File: src/rtl/txfifo_wm_pkg.sv
package txfifo_wm_pkg;

  localparam int unsigned TXF_DEPTH = 16;
  localparam int unsigned TXF_CNT_W = $clog2(TXF_DEPTH + 1);
  localparam int unsigned TXF_PTR_W = $clog2(TXF_DEPTH);

  typedef logic [2:0]           wm_code_t;
  typedef logic [TXF_CNT_W-1:0] txf_cnt_t;

  localparam wm_code_t WM_ALL   = 3'b000;
  localparam wm_code_t WM_3Q    = 3'b100;
  localparam wm_code_t WM_HALF  = 3'b101;
  localparam wm_code_t WM_1Q    = 3'b110;
  localparam wm_code_t WM_ONE   = 3'b111;

  // Free entries required before a request is raised.
  // Reserved codes fall back to the all-empty threshold.
  function automatic txf_cnt_t wm_free_threshold(input wm_code_t code);
    case (code)
      WM_3Q:   return txf_cnt_t'((TXF_DEPTH * 3) / 4);
      WM_HALF: return txf_cnt_t'(TXF_DEPTH / 2);
      WM_1Q:   return txf_cnt_t'(TXF_DEPTH / 4);
      WM_ONE:  return txf_cnt_t'(1);
      default: return txf_cnt_t'(TXF_DEPTH);
    endcase
  endfunction

  function automatic txf_cnt_t free_entries(input txf_cnt_t level);
    return txf_cnt_t'(TXF_DEPTH) - level;
  endfunction

endpackage

File: src/rtl/txf_store.sv
module txf_store
  import txfifo_wm_pkg::*;
#(
  parameter int unsigned DATA_W = 8
) (
  input  logic              clk,
  input  logic              rst_n,
  input  logic              wr_en,
  input  logic [DATA_W-1:0] wr_data,
  input  logic              rd_en,
  output logic [DATA_W-1:0] rd_data,
  output txf_cnt_t          level,
  output logic              wr_drop
);

  localparam txf_cnt_t LVL_FULL = txf_cnt_t'(TXF_DEPTH);
  localparam logic [TXF_PTR_W-1:0] PTR_LAST = TXF_PTR_W'(TXF_DEPTH - 1);

  logic [DATA_W-1:0]    mem_q [TXF_DEPTH];
  logic [TXF_PTR_W-1:0] wr_ptr_q, rd_ptr_q;
  txf_cnt_t             level_q;

  logic is_full, is_empty, wr_ok, rd_ok;

  assign is_full  = (level_q == LVL_FULL);
  assign is_empty = (level_q == '0);
  assign wr_ok    = wr_en && !is_full;
  assign rd_ok    = rd_en && !is_empty;
  assign wr_drop  = wr_en && is_full;

  function automatic logic [TXF_PTR_W-1:0] ptr_step(input logic [TXF_PTR_W-1:0] p);
    return (p == PTR_LAST) ? '0 : p + 1'b1;
  endfunction

  always_ff @(posedge clk) begin
    if (wr_ok) mem_q[wr_ptr_q] <= wr_data;
  end

  always_ff @(posedge clk or negedge rst_n) begin
    if (!rst_n) begin
      wr_ptr_q <= '0;
      rd_ptr_q <= '0;
      level_q  <= '0;
    end else begin
      if (wr_ok) wr_ptr_q <= ptr_step(wr_ptr_q);
      if (rd_ok) rd_ptr_q <= ptr_step(rd_ptr_q);
      case ({wr_ok, rd_ok})
        2'b10:   level_q <= level_q + 1'b1;
        2'b01:   level_q <= level_q - 1'b1;
        default: level_q <= level_q;
      endcase
    end
  end

  assign rd_data = is_empty ? '0 : mem_q[rd_ptr_q];
  assign level   = level_q;

  AST_NO_OVERFLOW: assert property (@(posedge clk) disable iff (!rst_n)
    level_q <= LVL_FULL);
  AST_FULL_WRITE_DROP: assert property (@(posedge clk) disable iff (!rst_n)
    (is_full && wr_en && !rd_en) |=> (level_q == LVL_FULL) && $stable(wr_ptr_q));
  AST_EMPTY_READ_HOLD: assert property (@(posedge clk) disable iff (!rst_n)
    (is_empty && rd_en && !wr_en) |=> (level_q == '0) && $stable(rd_ptr_q));

endmodule

File: src/rtl/txf_req_gen.sv
module txf_req_gen
  import txfifo_wm_pkg::*;
(
  input  logic     clk,
  input  logic     rst_n,
  input  wm_code_t code,
  input  txf_cnt_t level,
  output logic     tx_req
);

  localparam txf_cnt_t LVL_FULL = txf_cnt_t'(TXF_DEPTH);

  txf_cnt_t thr, free_now;
  logic     req_d, req_q;

  assign thr      = wm_free_threshold(code);
  assign free_now = free_entries(level);
  assign req_d    = (free_now >= thr);

  always_ff @(posedge clk or negedge rst_n) begin
    if (!rst_n) req_q <= 1'b0;
    else        req_q <= req_d;
  end

  assign tx_req = req_q;

  AST_REQ_WHEN_EMPTY: assert property (@(posedge clk) disable iff (!rst_n)
    (level == '0) |=> tx_req);
  AST_NO_REQ_WHEN_FULL: assert property (@(posedge clk) disable iff (!rst_n)
    (level == LVL_FULL) |=> !tx_req);
  AST_RESERVED_AS_ALL: assert property (@(posedge clk) disable iff (!rst_n)
    ((code == 3'b001 || code == 3'b010 || code == 3'b011) && level != '0) |=> !tx_req);

endmodule

File: src/rtl/txf_ctl_reg.sv
module txf_ctl_reg
  import txfifo_wm_pkg::*;
(
  input  logic        clk,
  input  logic        rst_n,
  input  logic        reg_we,
  input  logic [15:0] reg_wdata,
  input  txf_cnt_t    level,
  input  logic        wr_drop,
  output logic [15:0] reg_rdata,
  output wm_code_t    tx_code,
  output logic        ovf_flag
);

  wm_code_t tx_wm_q, rx_wm_q;
  logic     ovf_q;
  txf_cnt_t usable;

  always_ff @(posedge clk or negedge rst_n) begin
    if (!rst_n) begin
      tx_wm_q <= WM_ALL;
      rx_wm_q <= WM_ALL;
      ovf_q   <= 1'b0;
    end else begin
      if (reg_we) begin
        tx_wm_q <= reg_wdata[15:13];
        rx_wm_q <= reg_wdata[7:5];
      end
      if (wr_drop) ovf_q <= 1'b1;
    end
  end

  assign usable    = free_entries(level);
  assign reg_rdata = {tx_wm_q, usable, rx_wm_q, 5'b00000};
  assign tx_code   = tx_wm_q;
  assign ovf_flag  = ovf_q;

  AST_OVF_STICKY: assert property (@(posedge clk) disable iff (!rst_n)
    ovf_q |=> ovf_q);
  AST_OVF_SET: assert property (@(posedge clk) disable iff (!rst_n)
    wr_drop |=> ovf_q);
  AST_CODE_HOLD: assert property (@(posedge clk) disable iff (!rst_n)
    !reg_we |=> $stable(tx_wm_q) && $stable(rx_wm_q));

endmodule

File: src/rtl/txfifo_wm_req.sv
module txfifo_wm_req
  import txfifo_wm_pkg::*;
#(
  parameter int unsigned DATA_W = 8
) (
  input  logic              clk,
  input  logic              rst_n,
  input  logic              wr_en,
  input  logic [DATA_W-1:0] wr_data,
  input  logic              rd_en,
  output logic [DATA_W-1:0] rd_data,
  input  logic              reg_we,
  input  logic [15:0]       reg_wdata,
  output logic [15:0]       reg_rdata,
  output logic              tx_req,
  output logic              ovf_flag
);

  txf_cnt_t level;
  logic     wr_drop;
  wm_code_t tx_code;

  txf_store #(.DATA_W(DATA_W)) u_store (
    .clk     (clk),
    .rst_n   (rst_n),
    .wr_en   (wr_en),
    .wr_data (wr_data),
    .rd_en   (rd_en),
    .rd_data (rd_data),
    .level   (level),
    .wr_drop (wr_drop)
  );

  txf_req_gen u_req (
    .clk    (clk),
    .rst_n  (rst_n),
    .code   (tx_code),
    .level  (level),
    .tx_req (tx_req)
  );

  txf_ctl_reg u_ctl (
    .clk       (clk),
    .rst_n     (rst_n),
    .reg_we    (reg_we),
    .reg_wdata (reg_wdata),
    .level     (level),
    .wr_drop   (wr_drop),
    .reg_rdata (reg_rdata),
    .tx_code   (tx_code),
    .ovf_flag  (ovf_flag)
  );

  AST_UA_MATCHES_LEVEL: assert property (@(posedge clk) disable iff (!rst_n)
    (wr_en && !wr_drop && !rd_en) |=> reg_rdata[12:8] == $past(reg_rdata[12:8]) - 5'd1);

endmodule

File: config.mk
export PLATFORM = sky130hd
export DESIGN_NAME = txfifo_wm_req
export DESIGN_NICKNAME = d
export VERILOG_FILES = /design/src/rtl/txfifo_wm_pkg.sv /design/src/rtl/txf_store.sv /design/src/rtl/txf_req_gen.sv /design/src/rtl/txf_ctl_reg.sv /design/src/rtl/txfifo_wm_req.sv
export SDC_FILE = /design/constraint.sdc
export NUM_CORES = 1
export LEC_CHECK = 0
export CAP_MARGIN = 20
export CORE_MARGIN = 5
export CORE_UTILIZATION = 36
export DETAILED_ROUTE_END_ITERATION = 6
export DONT_BUFFER_PORTS = 1
export GPL_ROUTABILITY_DRIVEN = 1
export SLEW_MARGIN = 5
export SYNTH_ARGS = -nofsm -noshare
export SYNTH_HDL_FRONTEND = slang
export SYNTH_HIERARCHICAL = 1
export SYNTH_SLANG_ARGS = --single-unit
File: constraint.sdc
create_clock -name clk -period 2.7 [get_ports clk]
set_clock_uncertainty 0.15 [all_clocks]
set_input_delay 0.27 -clock clk [delete_from_list [all_inputs] [get_ports clk]]
set_output_delay 0.27 -clock clk [all_outputs]
set_load 0.1 [all_outputs]
==> results.sh, run 1 <==
export IMPL_vias=3241
export IMPL_status="complete, but fails checks"
export IMPL_antenna_found_initial=0
export IMPL_synth_edf_count=128
export IMPL_drt_total_wl_um=12370
export IMPL_clockRootBuffer="clkbuf_16"
export IMPL_cts_htree_levels=4
export IMPL_rsz0062_at_grt="yes"
export IMPL_worstPathMaxFanout=5
export IMPL_post_route_min_period_ps=2721
export IMPL_grt_overflow_total=0
export IMPL_routabilityCongestion=0.7132
export IMPL_hold_violations=0
export IMPL_setup_violations=1
export IMPL_netlist_top_cells_area="edfxtp_1, mux4_2, dfrtp_1"
export IMPL_ys_types=46
export IMPL_avgSynthCellArea_um2=18.12
export IMPL_die_w_um=143.3
export IMPL_drive_above_1_share_pct=33.18
export IMPL_holdWs_ps=74.81
export IMPL_grt_pass1_vias=3416
export IMPL_grt_use_total_pct=12.73
export IMPL_violations="setup timing"
export IMPL_cts_sinks=149
export IMPL_multi_input_area_um2=1958
export IMPL_cap_viol_max_count=0
export IMPL_synthArstFlopShare_pct=14.09
export IMPL_critPathLaunchType="flip-flop"
export IMPL_place_hpwl_um=7845
export IMPL_layout_setup_ws_ps=-21.02
export IMPL_coreArea_um2=17360
export IMPL_fill_cells=1442
export IMPL_rows=48
export IMPL_period_share_pct=100.8
export IMPL_dieHeight_um=143.3
export IMPL_drtPass1Iterations=4
export IMPL_worstMarginPinSlew_ps=922.3
export IMPL_tritoncts="done"
export IMPL_cts_buffer_depth=2
export IMPL_worstSkewPairLatency_ps=410
export IMPL_top_level_ports=55
export IMPL_nNetsFinal=452
export IMPL_dieArea_um2=20540
export IMPL_cp_arrival_ps=2860
export IMPL_n_antenna_cell=0
export IMPL_required_ps=2840
export IMPL_synthFlopType="edfxtp_1"
export IMPL_worst_setup_path_end_kind="flip-flop"
export IMPL_drt_iter0_drc=287
export IMPL_yosysTopAreaCell="edfxtp_1"
export IMPL_max_freq_ghz=0.3675
export IMPL_grt_pass1_wl_um=19320
export IMPL_relSlewSlack_pct=38.51
export IMPL_start_util_pct=36.86
export IMPL_drv_slew=0
export IMPL_synth_top_area_share_pct=60.08
export IMPL_final_antenna_net_count=0
export IMPL_area_growth_pct=24.04
export IMPL_drcViolationCount=0
export IMPL_synth_seq_cells=149
export IMPL_synth_seq_area_share_pct=68.30
export IMPL_clkTransAtPathRegs_ps=60
export IMPL_seq_area_um2=4373
export IMPL_rr_worst_depth=9
export IMPL_grt_max_degree=36
export IMPL_syn_area_um2=6397
export IMPL_holdCritPathClass="in -> async"
export IMPL_yosysWarnings=6
export IMPL_wl_per_cell_um=19.12
export IMPL_cts_buffers=17
export IMPL_synth_cells=353
export IMPL_vias_per_cell=5.009
export IMPL_port_buffers=0
export IMPL_path_class="reg -> reg"
-- layer usage --
layer  global-route usage, %  routed length [um]  up-vias
met1                   16.85                5234     1658
met2                   20.52                6316       79
met5                       0                   0        -
li1                        -                   -     1489
met3                   3.228                 653       15
met4                   4.609                 167        0
-- cell families (layout without fill, tap and decap cells) --
kind of cell	after synthesis	count (layout)	share of synthesized area, %
simple gates	50	50	4.224
flops	149	149	68.30
buf+inv	35	100	3.442
fa+ha+maj	14	14	2.738
other cells	1	5	0.05862
mux	57	57	15.82
xor+xnor	15	15	2.054
compound gates	32	32	3.364
-- layout make-up --
type	count	area share (%)
Timing Repair Buffer	61	8.956
Inverter	7	0.3311
Clock buffer	17	5.361
Sequential cell	149	55.11
Tap cell	225	3.548
Multi-Input combinational cell	173	24.68
Clock inverter	15	2.018
-- metrics by stage --
step | area, um^2 | std cells | setup WS, ps | util [%] | TNS (ps)
final | 7935 | 647 | -21.02 | 45.72 | -21.02
after CTS | 7795 | 641 | 12.57 | 44.91 | 0
after global routing | 7935 | 647 | -49.74 | 45.72 | -335.0
after detailed placement | 6979 | 586 | 30.23 | 40.21 | 0
after global placement | 6979 | 586 | 93.12 | 40.21 | 0
after floorplan | 6475 | 357 | -83.11 | - | -212.1
-- state kept, by name, indices dropped and copies added, names as in the netlist --
name	count
u_ctl/tx_code	3
u_ctl/rx_wm_q	3
u_store/mem_q	128
u_ctl/ovf_flag	1
u_store/level	5
u_store/wr_ptr_q	4
u_req/tx_req	1
u_store/rd_ptr_q	4
-- synthesized netlist by cell type (all sizes together) (4+ instances only) --
cell type  count
mux2i         16
mux4          32
inv            7
clkbuf         4
dfrtp         21
nand2b         5
nor3           8
edfxtp       128
a21oi          6
nand2          9
ha            14
o21ai          6
xor2           6
nor2          15
xnor2          9
o22ai          8
buf           24
mux2           9
-- worst paths after layout --
kind | to | slack [ps] | start
worst min register to register | u_store/rd_ptr_q[3]$_DFFE_PN0P_ | 400 | u_store/rd_ptr_q[3]$_DFFE_PN0P_
worst max register to register | u_store/level[4]$_DFFE_PN0P_ | -20 | u_store/level[2]$_DFFE_PN0P_
min in group clk | u_store/wr_ptr_q[0]$_DFFE_PN0P_ | 180 | wr_en
max in group asynchronous | u_store/rd_ptr_q[0]$_DFFE_PN0P_ | 1880 | rst_n
worst max-delay path | u_store/level[4]$_DFFE_PN0P_ | -20 | u_store/level[2]$_DFFE_PN0P_
worst min-delay path | u_req/tx_req$_DFF_PN0_ | 70 | rst_n
-- what timing repair did --
action | in CTS | in global routing
hold buffers | 23 | 0
hold endpoints to repair | 158 | 0
setup buffers | 0 | 4
setup endpoints to repair | 0 | 4
gates resized for setup | 0 | 13
-- worst max-delay path, stage by stage, from the launching register on --
cell     delay [ps]
dfrtp_2         440
or4_4           580
o21a_4          250
ha_4            170
xor2_2          140
ha_2            220
a21oi_1          80
nor4b_1         320
a21oi_1         100
xnor2_1         150
-- cells in the final DEF (no fill, tap or decap), drive strengths merged, types with 6 or more instances in the layout --
| master | instances |
|---|---|
| edfxtp | 128 |
| buf | 37 |
| mux4 | 32 |
| dlygate4sd3 | 23 |
| dfrtp | 21 |
| clkbuf | 18 |
| inv | 17 |
| mux2i | 16 |
| nor2 | 15 |
| ha | 14 |
| nand2 | 9 |
| mux2 | 9 |
| xnor2 | 9 |
| nor3 | 8 |
| o22ai | 8 |
| a21oi | 6 |
| o21ai | 6 |
| xor2 | 6 |
Power of run 1 is not shown: default switching activity piles up to over one toggle a cycle in this logic, so the estimate is an artifact.
==> run 2, diff against run 1 <==
Settings changed: BUFFER_PORTS_ARGS from default to -buffer_cell sky130_fd_sc_hd__buf_2, DONT_BUFFER_PORTS 1 to default, REMOVE_ABC_BUFFERS from default to 1.
==> run 2 against run 1 <==
The flow now finishes without violations. Final cell count is 2.9% higher. Routed wire length is 3.5% higher. Fmax is 2.4% higher. Register-to-register slack better by 90 ps. Setup slack better by 63 ps. Non-clock buffer count is 19 higher. Hold slack worse by 30 ps. Sequential share of layout area is 0.88 points higher. Die area stayed put. Critical path depth is 4 lower. Sequential cell count stayed put. Count of clock-buffer cells in the layout is 1 higher.
==> results.sh, run 2 (synthesis gave the netlist of run 1 again) <==
export IMPL_worst_setup_path_end_kind="output port"
export IMPL_grt_pass1_vias=3429
export IMPL_design_area_um2=7809
export IMPL_grt_pass1_wl_um=19580
export IMPL_netSwitchingPower_mw=4.228
export IMPL_worstPathMaxFanout=8
export IMPL_top_level_ports=55
export IMPL_drcViolationCount=0
export IMPL_vias_per_cell=5.054
export IMPL_drv_slew=0
export IMPL_netSwitchingFraction_pct=42.61
export IMPL_antenna_found_initial=1
export IMPL_n_antenna_cell=0
export IMPL_status="complete, no violations"
export IMPL_drtPass1Iterations=4
export IMPL_power_frac_seq_pct=30.5
export IMPL_hold_violations=0
export IMPL_final_antenna_net_count=0
export IMPL_drt_iter0_drc=218
export IMPL_grt_max_degree=36
export IMPL_period_share_pct=98.46
export IMPL_max_stage_delay_ps=590
export IMPL_p_clk_share_pct=21.8
export IMPL_holdCritPathClass="in -> reg"
export IMPL_required_ps=2280
export IMPL_regMostFlops="u_store/mem_q"
export IMPL_cp_arrival_ps=2240
export IMPL_cap_viol_max_count=0
export IMPL_drive_above_1_share_pct=38.32
export IMPL_p_total_mw=9.922
export IMPL_layout_common_cells="edfxtp_1, mux4_2, buf_2"
export IMPL_internal_power_mw=5.694
export IMPL_fill_cells=1474
export IMPL_largest_register_ffs=128
export IMPL_setup_violations=0
export IMPL_rows=48
export IMPL_holdWs_ps=45.00
export IMPL_relSlewSlack_pct=66.36
export IMPL_routabilityCongestion=0.7703
export IMPL_cp_buffers_inverters=2
export IMPL_clockRootBuffer="clkbuf_16"
export IMPL_post_route_min_period_ps=2658
export IMPL_final_common_cell="edfxtp_1"
export IMPL_port_buffers=39
export IMPL_cts_sinks=149
export IMPL_cts_htree_levels=4
export IMPL_worstMarginPinSlew_ps=504.6
export IMPL_die_w_um=143.3
export IMPL_critPathLaunchType="flip-flop"
export IMPL_power_density_nw_per_um2=1271
export IMPL_worstPathCellList="or4_4, buf_4, o21bai_4, o22ai_1, buf_6"
export IMPL_start_util_pct=36.86
export IMPL_dieArea_um2=20540
export IMPL_drt_total_wl_um=12800
export IMPL_p_comb_share_pct=47.7
export IMPL_vias=3366
export IMPL_nNetsFinal=471
export IMPL_p_leak_nw=2.813
export IMPL_area_growth_pct=22.06
export IMPL_vdd_drop_max_uv=664.0
export IMPL_grt_use_total_pct=12.97
export IMPL_cts_buffers=17
export IMPL_place_hpwl_um=7585
export IMPL_worstSkewPairLatency_ps=410
export IMPL_dieHeight_um=143.3
export IMPL_clkTransAtPathRegs_ps=60
export IMPL_tritoncts="done"
export IMPL_wl_per_cell_um=19.22
export IMPL_coreArea_um2=17360
export IMPL_dpl_instance_area_um2=6937
export IMPL_path_class="reg -> out"
export IMPL_grt_overflow_total=0
export IMPL_crit_slowest_cell="or4_4"
export IMPL_cts_buffer_depth=2
export IMPL_rsz0062_at_grt="yes"
export IMPL_max_freq_ghz=0.3762
export IMPL_path_delay_family="simple AND/OR/NAND/NOR gates"
[run 2: final timing paths]
check	cells after the start	to	start	slack, ps
worst max-delay path	5	rd_data[0]	u_store/level[2]$_DFFE_PN0P_	40
worst min-delay path	3	u_ctl/ovf_flag$_DFFE_PN0P_	wr_en	50
max in group asynchronous	2	u_store/rd_ptr_q[1]$_DFFE_PN0P_	rst_n	1830
worst min register to register	1	u_ctl/ovf_flag$_DFFE_PN0P_	u_ctl/ovf_flag$_DFFE_PN0P_	320
worst max register to register	9	u_store/level[4]$_DFFE_PN0P_	u_store/level[2]$_DFFE_PN0P_	70
min in group asynchronous	2	u_ctl/ovf_flag$_DFFE_PN0P_	rst_n	210
[run 2: routing by layer]
layer | global-route usage (%) | up-vias | wire (um)
met2 | 21.22 | 67 | 6523
met4 | 4.361 | 2 | 146
met3 | 2.962 | 12 | 557
met5 | 0 | - | 7
met1 | 17.24 | 1766 | 5568
li1 | - | 1519 | -
[run 2: worst reg2reg max path: stages, from the launching register on]
cell,delay (ps)
dfrtp_1,410
or4_4,590
o21a_4,250
ha_4,160
xor2_1,160
ha_2,220
a21oi_2,60
nor4b_2,290
a21oi_1,80
xnor2_1,130
[run 2: layout make-up]
class                           count  area [um^2]  area share [%]
Clock buffer                       18        429.2           5.496
Clock inverter                     14        115.1           1.474
Inverter                            7        26.28          0.3365
Multi-Input combinational cell    173         1922           24.61
Sequential cell                   149         4372           55.98
Tap cell                          225        281.5           3.605
Timing Repair Buffer               80        663.1           8.492
[run 2: what timing repair did]
item                                    CTS  global route
gates cloned                              1             1
pin swaps                                 0             8
endpoints found under the setup margin    8             8
buffers inserted                          0             5
resized for setup                        14            22
hold buffers                              7             0
endpoints found under the hold margin    27             0
[run 2: metrics by stage]
| stage | utilization (%) | setup TNS (ps) | cells | setup slack (ps) |
|---|---|---|---|---|
| after global placement | 39.97 | 0 | 620 | 116.0 |
| after CTS | 44.02 | 0 | 660 | 4.624 |
| after global routing | 44.99 | -147.2 | 666 | -61.30 |
| final | 44.99 | 0 | 666 | 41.67 |
| after floorplan | - | -58820 | 329 | -905.1 |
| after detailed placement | 39.97 | 0 | 620 | 62.18 |
[run 2: power by group through the flow]
stage / Combinational, mW / Clock, mW / Sequential (mW)
CTS: 4.50 / 2.21 / 3.01
global placement: 4.22 / 0 / 3.02
detailed placement: 4.27 / 0 / 3.04
finish: 4.73 / 2.16 / 3.03
floorplan: 2.82 / 0 / 3.50
global route: 5.00 / 2.31 / 3.06
Power figures use the tool's default switching activity.
==> run 3, diff against run 2 <==
Settings changed: RECOVER_POWER from default to 100.
==> run 3 against run 2 <==
First-iteration DRC count increased by 8.7%. Critical endpoint unchanged. Largest cell class unchanged. Sequential share of layout area rose by 0.29 points. Count of clock-buffer cells in the layout unchanged. Register-to-register slack about the same.
==> results.sh, run 3 (synthesis gave the netlist of run 1 again) <==
export IMPL_start_util_pct=36.86
export IMPL_dp_cells=620
export IMPL_rows=48
export IMPL_cp_arrival_ps=2230
export IMPL_seq_area_um2=4372
export IMPL_grt_met2_usage_pct=21.22
export IMPL_critPathLaunchType="flip-flop"
export IMPL_r2r_end="u_store/level[4]$_DFFE_PN0P_"
export IMPL_grt_use_total_pct=12.97
export IMPL_top_usage_layer="met2"
export IMPL_dieHeight_um=143.3
export IMPL_hold_violations=0
export IMPL_area_growth_pct=21.44
export IMPL_grt_overflow_total=0
export IMPL_layout_setup_ws_ps=45.71
export IMPL_cts_sinks=149
export IMPL_pre_cts_ws_ps=62.18
export IMPL_final_antenna_net_count=0
export IMPL_crit_path_start="u_store/level[2]$_DFFE_PN0P_"
export IMPL_worst_setup_path_end_kind="output port"
export IMPL_cts_buffer_depth=2
export IMPL_holdCritPathClass="in -> reg"
export IMPL_path_class="reg -> out"
export IMPL_drv_slew=0
export IMPL_regMostFlops="u_store/mem_q"
export IMPL_drt_iter0_drc=237
export IMPL_final_cell_count_no_fill=666
export IMPL_n_antenna_cell=0
export IMPL_drt_total_wl_um=12760
export IMPL_wl_per_cell_um=19.16
export IMPL_grt_max_degree=36
export IMPL_worstMarginPinSlew_ps=1201
export IMPL_r2r_slack_ps=70
export IMPL_drcViolationCount=0
export IMPL_status="complete, no violations"
export IMPL_cap_viol_max_count=0
export IMPL_max_freq_ghz=0.3767
export IMPL_antenna_found_initial=0
export IMPL_drive_above_1_share_pct=33.33
export IMPL_routabilityCongestion=0.7703
export IMPL_grt_pass1_vias=3429
export IMPL_r2r_start="u_store/level[2]$_DFFE_PN0P_"
export IMPL_tns_ps=0
export IMPL_tritoncts="done"
export IMPL_min_from="wr_en"
export IMPL_cts_htree_levels=4
export IMPL_worstSkewPairLatency_ps=410
export IMPL_setup_violations=0
export IMPL_layout_common_cells="edfxtp_1, mux4_2, buf_4"
export IMPL_required_ps=2280
export IMPL_clockRootBuffer="clkbuf_16"
export IMPL_final_common_cell="edfxtp_1"
export IMPL_grt_met3_usage_pct=2.962
export IMPL_coreArea_um2=17360
export IMPL_grt_pass1_wl_um=19580
export IMPL_top_level_ports=55
export IMPL_die_w_um=143.3
export IMPL_vias=3365
export IMPL_drtPass1Iterations=4
export IMPL_rr_worst_depth=9
export IMPL_multi_input_area_um2=1903
export IMPL_vias_per_cell=5.053
export IMPL_port_buffers=39
export IMPL_fill_cells=1482
export IMPL_nNetsFinal=471
export IMPL_worstPathMaxFanout=8
export IMPL_cts_buffers=17
export IMPL_largest_register_ffs=128
export IMPL_dieArea_um2=20540
export IMPL_post_route_min_period_ps=2654
export IMPL_place_hpwl_um=7585
export IMPL_relSlewSlack_pct=19.93
export IMPL_period_share_pct=98.31
export IMPL_clkTransAtPathRegs_ps=60
export IMPL_crit_end="rd_data[0]"
export IMPL_holdWs_ps=45.72
export IMPL_use_met1_pct=17.24
export IMPL_rsz0062_at_grt="yes"
## run 3: worst max-delay path: stages (launching register included)
cell and delay, ps:
dfrtp_1 410, or4_4 590, buf_4 170, o21bai_4 270, o22ai_1 180, buf_6 210
## run 3: through the flow
stage / utilization [%] / cell area [um^2]
CTS: 44.02 / 7640
finish: 44.76 / 7769
detailed placement: 39.97 / 6937
global placement: 39.97 / 6937
floorplan: - / 6218
global route: 44.76 / 7769
## run 3: area by class of cell
class                      count  area share (%)
sequential                   149           56.27
multi-input combinational    173           24.50
timing repair buffer          80           8.262
clock buffer                  18           5.524
tap                          225           3.624
clock inverter                14           1.482
inverter                       7          0.3382
## run 3: how the worst min path moves through the flow
stage	endpoint	cells past startpoint	slack (ps)
after detailed placement	u_ctl/rx_wm_q[0]$_DFFE_PN0P_	1	120
after global placement	u_ctl/tx_code[1]$_DFFE_PN0P_	1	110
after CTS	u_ctl/ovf_flag$_DFFE_PN0P_	3	40
after floorplan	u_ctl/ovf_flag$_DFFE_PN0P_	0	-180
final	u_ctl/ovf_flag$_DFFE_PN0P_	3	50
after global routing	u_store/rd_ptr_q[3]$_DFFE_PN0P_	3	50
## run 3: what timing repair did
action                                 4_1_cts  5_1_grt
setup buffers                                0        5
hold buffers                                 7        0
endpoints found under the hold margin       27        0
pin swaps                                    0        8
resized for setup                           14       22
cloned                                       1        1
setup endpoints to repair                    8        8
## run 3: per-layer routing
layer  up-vias  routed length [um]
met3         8                 591
met5         -                   0
met4         0                 125
met1      1773                5495
met2        64                6549
li1       1520                   -
Power of run 3 is left out for the same reason.
